**src/rtl/cfsr_pkg.sv**
```systemverilog
package cfsr_pkg;
  localparam int unsigned DW  = 16;
  localparam int unsigned IW  = 4;
  localparam int unsigned CW  = $clog2(DW + 1);

  typedef struct packed {
    logic [DW-1:0] res;
    logic          n;
    logic          z;
    logic          v;
    logic          c;
  } cfsr_out_t;
endpackage

```
**src/rtl/cfsr_count.sv**
```systemverilog
module cfsr_count
  import cfsr_pkg::*;
(
  input  logic          imm_mode,
  input  logic [DW-1:0] src_op,
  input  logic [IW-1:0] imm_cnt,
  output logic [CW-1:0] cnt
);
  always_comb begin
    if (imm_mode) begin
      cnt = (imm_cnt == '0) ? CW'(DW) : CW'(imm_cnt);
    end else begin
      cnt = (src_op > DW'(DW - 1)) ? CW'(DW) : CW'(src_op);
    end
  end

  always_comb begin
    assert (cnt <= CW'(DW));
  end
endmodule

```
**src/rtl/cfsr_shift.sv**
```systemverilog
module cfsr_shift
  import cfsr_pkg::*;
(
  input  logic [DW-1:0] din,
  input  logic [CW-1:0] cnt,
  input  logic          cin,
  output logic [DW-1:0] dout,
  output logic          cout
);
  logic [2*DW-1:0] ext;
  logic [2*DW-1:0] shifted;

  always_comb begin
    ext     = {{DW{cin}}, din};
    shifted = ext >> cnt;
    dout    = shifted[DW-1:0];
  end

  always_comb begin
    cout = cin;
    for (int i = 0; i < DW; i++) begin
      if (cnt == CW'(i + 1)) cout = din[i];
    end
  end
endmodule

```
**src/rtl/cfsr_unit.sv**
```systemverilog
module cfsr_unit
  import cfsr_pkg::*;
(
  input  logic        clk,
  input  logic        rst_n,
  input  logic        issue,
  input  logic        imm_mode,
  input  logic [15:0] dst_op,
  input  logic [15:0] src_op,
  input  logic [3:0]  imm_cnt,
  input  logic        carry_in,
  output logic [15:0] res,
  output logic        flag_n,
  output logic        flag_z,
  output logic        flag_v,
  output logic        flag_c,
  output logic        done
);
  logic [CW-1:0] cnt;
  logic [DW-1:0] sh_res;
  logic          sh_c;
  cfsr_out_t     nxt_q, cur_q;
  logic          done_d, done_q;

  cfsr_count u_count (
    .imm_mode(imm_mode), .src_op(src_op), .imm_cnt(imm_cnt), .cnt(cnt)
  );

  cfsr_shift u_shift (
    .din(dst_op), .cnt(cnt), .cin(carry_in), .dout(sh_res), .cout(sh_c)
  );

  always_comb begin
    nxt_q = cur_q;
    done_d = 1'b0;
    if (issue) begin
      nxt_q.res = sh_res;
      nxt_q.n   = sh_res[DW-1];
      nxt_q.z   = (sh_res == '0);
      nxt_q.v   = sh_res[DW-1] ^ dst_op[DW-1];
      nxt_q.c   = sh_c;
      done_d    = 1'b1;
    end
  end

  always_ff @(posedge clk or negedge rst_n) begin
    if (!rst_n) begin
      cur_q  <= '0;
      done_q <= 1'b0;
    end else begin
      cur_q  <= nxt_q;
      done_q <= done_d;
    end
  end

  assign res    = cur_q.res;
  assign flag_n = cur_q.n;
  assign flag_z = cur_q.z;
  assign flag_v = cur_q.v;
  assign flag_c = cur_q.c;
  assign done   = done_q;

  p_done_pulse_r1: assert property (@(posedge clk) disable iff (!rst_n)
    issue |=> done);
  p_hold_r1: assert property (@(posedge clk) disable iff (!rst_n)
    !issue |=> (!done && $stable(res) && $stable(flag_c)));
  p_full_fill_r5: assert property (@(posedge clk) disable iff (!rst_n)
    (issue && imm_mode && imm_cnt == 4'd0) |=> (res == {16{$past(carry_in)}}));
  p_full_carry_r6: assert property (@(posedge clk) disable iff (!rst_n)
    (issue && !imm_mode && src_op > 16'd15) |=> (flag_c == $past(dst_op[15])));
  p_zero_keep_r7: assert property (@(posedge clk) disable iff (!rst_n)
    (issue && !imm_mode && src_op == 16'd0) |=> (res == $past(dst_op) && flag_c == $past(carry_in)));
  p_flags_r8: assert property (@(posedge clk) disable iff (!rst_n)
    done |-> (flag_n == res[15] && flag_z == (res == 16'd0)));
  p_sign_chg_r9: assert property (@(posedge clk) disable iff (!rst_n)
    issue |=> (flag_v == (res[15] ^ $past(dst_op[15]))));
endmodule

```
**config.mk**
```make
export PLATFORM = sky130hd
export DESIGN_NAME = cfsr_unit
export DESIGN_NICKNAME = d
export VERILOG_FILES = /design/src/rtl/cfsr_pkg.sv /design/src/rtl/cfsr_count.sv /design/src/rtl/cfsr_shift.sv /design/src/rtl/cfsr_unit.sv
export SDC_FILE = /design/constraint.sdc
export NUM_CORES = 1
export LEC_CHECK = 0
export ABC_AREA = 1
export BUFFER_PORTS_ARGS = -buffer_cell sky130_fd_sc_hd__buf_2
export CORE_AREA = 5 5 98 100
export DETAILED_ROUTE_END_ITERATION = 7
export DIE_AREA = 0 0 103 105
export GPL_ROUTABILITY_DRIVEN = 0
export PLACE_DENSITY = 0.5
export SYNTH_ARGS = -nofsm -noshare
export SYNTH_HDL_FRONTEND = slang
export SYNTH_SLANG_ARGS = --single-unit
```
**constraint.sdc**
```tcl
create_clock -name clk -period 0.8 [get_ports clk]
set_input_delay 0.16 -clock clk [delete_from_list [all_inputs] [get_ports clk]]
set_output_delay 0.16 -clock clk [all_outputs]
set_load 0.01 [all_outputs]
```
==> results.yml <==
clock_network:
  clk_latency_ps: 250
  clk_path_buf_depth: 2
  cts_root_buf: "clkbuf_8"
  clkTransAtPathRegs_ps: 70
  cts_max_level: 1
  cts_buffers: 3
  cts_tree: "yes"
  cts.sinks: 20
critical_path:
  slowest_stage: "o21ai_4"
  rr_worst_depth: 4
  critical-path-max-stage-delay_ps: 180
  cp-end-kind: "register"
  reg2reg_to: "res[9]$_DFFE_PN0P_"
  crit_arrival_ps: 2220
  cp_common_cell: "nand2_1"
  cp_num_buf_inv: 3
  cp_top_family: "simple AND/OR/NAND/NOR gates"
  worst-path-max-fanout: 9
  path_class: "input port to register"
  start_kind: "input port"
  crit_required_ps: 1000
  timing.rr.start: "res[9]$_DFFE_PN0P_"
  worst-r2r-setup-slack_ps: -50
  crit_path_cell_trace: "buf_2, nor2_4, nand2_2, nor2_4, nand2_1, nand2_2, nand2_4, buf_4, buf_6, o21ai_4, nand2_1, o21ai_2, nor2_1, o21a_1, nor2_2, nand3_2, nor2_2, nand4_1, nand2_1"
timing:
  worst_slew_margin_rel_pct: 67.1
  finalSetupViolations: 40
  slew_viol_final: 0
  fmax_mhz: 496
  worst_slack_ps: -1220
  finalCriticalPeriod_ps: 2020
  fin_skew_ps: 0
  tightest_slew_ps: 493
  final_hold_viol_count: 0
  rsz0062_at_grt: "true"
  finalCritPeriodShare_pct: 252
logic_synthesis:
  synth_ff_type: "dfrtp_1"
  synth_top_area_cell: "dfrtp_1"
  syn_inst: 330
  async_flop_share_pct: 100
  syn_area_um2: 2000
  synth.distinct_cells: 38
  ys_seq_area_share_pct: 25.0
  syn_area_per_cell_um2: 6.06
  ys_top_cells_by_count: "102 x nand2_1, 38 x o21ai_0, 33 x nor2_1, 31 x inv_1, 20 x dfrtp_1"
  synth_top_area_share_pct: 25.0
  synth_edf_count: 0
  yosysWarningCount: 0
  synth.area.top_cells: "dfrtp_1 25%, nand2_1 19%, o21ai_0 9.5%"
  ys_ff_latch: 20
  synth_nets: 371
  yosysMostFrequentCell: "nand2_1"
layout:
  syn2layout_area_growth_pct: 96.4
  post_layout_nonfiller_instances: 597
  nets: 531
  drive_above_1_share_pct: 62.6
  design_area_um2: 3930
  n_antenna_cell: 0
  postLayoutCoreUtil_pct: 45.7
power:
  p_comb_share_pct: 56.7
  p_leak_nw: 1.86
  p_seq_share_pct: 26.4
  pwr-share-clk_pct: 16.9
  p_per_area_nw_per_um2: 1150
  p_int_mw: 2.83
  peakVddDrop_mv: 0.567
  netSwitchingFraction_pct: 37.3
  switching_power_mw: 1.68
routing:
  drt-wirelength-per-cell_um: 12.6
  vias_per_cell: 4.52
  wl_um: 7500
  initialDrtViolationCount: 87
  ant_nets: 0
  vias: 2701
  drc: 0
  dr.pass1.iters: 4
global_route:
  grt_pass1_vias: 2702
  overflow: 0
  grt_usage_pct: 13.3
  antenna_found_initial: 0
  grt_first_pass_wirelength_um: 12000
  grt_use_met3_pct: 1.20
  grt_max_degree: 21
  grtUsageMet2_pct: 23.1
  use_met1_pct: 17.0
  gr-max-usage-layer: "met2"
placed_design:
  post-dp-hpwl_um: 5370
  placedCellCount: 558
  numPortBuffers: 61
  dpl-instance-area_um2: 2940
worst_hold_path:
  worstHoldStart: "issue"
  holdPathEnd: "res[7]$_DFFE_PN0P_"
  hold_depth: 3
  worstHoldPathType: "input port to register"
die:
  die_height_um: 105
  die_area_um2: 10800
  core_area_um2: 8590
  start_util_pct: 23.3
  io_pins: 62
  rows: 34
  die_x_um: 103
job:
  drv_cap: 0
status:
  violations: "setup timing"
  status: "finished with violations"
==> cell usage in the layout, fill, tap and decap left out, types with 11 or more instances in the layout <==
cell	instances
buf_4	92
nand2_1	69
buf_2	54
nand2_2	31
o21ai_2	30
inv_1	28
nor2_1	24
dfrtp_1	20
buf_6	18
o21ai_4	14
a21oi_2	11
==> timing repair <==
action	4_1_cts	5_1_grt
setup endpoints to repair	40	60
buffers inserted	19	20
hold endpoints to repair	20	0
hold buffers	1	0
gates resized for setup	96	90
pin swaps	19	43
cloned	1	0
==> final cells by class <==
class                   count  area, µm²
well taps                 108        135
inverters                  38        165
multi-input cells         258       1840
clock buffers               4       55.1
flip-flops and latches     20        500
fillers                   856       4670
repair buffers            169       1230
==> power by group through the flow <==
stage                     Sequential, mW  Combinational [mW]  Clock (mW)
after detailed placement            1.22                1.69           0
after floorplan                     1.28               0.815           0
after global routing                1.21                2.79       0.844
final                               1.19                2.55       0.762
after CTS                           1.19                2.11       0.792
after global placement              1.21                1.68           0
==> state kept, by name (all words and copies together), names as in the netlist <==
signal	cells
res	16
done	1
flag_c	1
flag_v	1
flag_z	1
==> per-stage QoR <==
stage / setup WS (ps) / TNS (ps) / total power [mW] / hold WS [ps]
after CTS: -1140 / -20900 / 4.09 / 165
after global placement: -1450 / -24590 / 2.90 / 132
after global routing: -1430 / -25480 / 4.84 / 189
after detailed placement: -1470 / -24840 / 2.90 / 145
after floorplan: -1060 / -15740 / 2.09 / -136
final: -1220 / -22170 / 4.51 / 172
==> worst max path at each step <==
stage / startpoint / to / depth (start not counted)
after floorplan: src_op[12] / flag_z$_DFFE_PN0P_ / 18
after global placement: src_op[12] / flag_c$_DFFE_PN0P_ / 27
after detailed placement: src_op[5] / flag_z$_DFFE_PN0P_ / 16
after CTS: src_op[12] / flag_c$_DFFE_PN0P_ / 27
after global routing: src_op[12] / flag_c$_DFFE_PN0P_ / 26
final: src_op[13] / flag_z$_DFFE_PN0P_ / 19
==> tightest hold or removal path: cells and delay by family <==
| kind | cells | cell delay [ps] |
|---|---|---|
| simple gates | 2 | 100 |
| buf+inv | 1 | 140 |
==> cells by family (layout without fill, tap and decap cells) <==
group | count (synthesis) | in the layout | synth area share, %
AO/OA/AOI/OAI | 87 | 87 | 25.3
XOR/XNOR | 1 | 1 | 0.438
buffers and inverters | 52 | 211 | 11.9
flip-flops | 20 | 20 | 25.0
multiplexers | 4 | 4 | 2.00
AND/OR/NAND/NOR | 166 | 166 | 35.3
==> routing by layer <==
metal  share of wire, %  vias to the layer above
li1                   -                     1400
met1                 43                     1248
met2                 52                       45
met3                3.6                        8
met4                1.2                        0
met5                  0                        -
No activity file was read; power rests on OpenSTA's default activity.
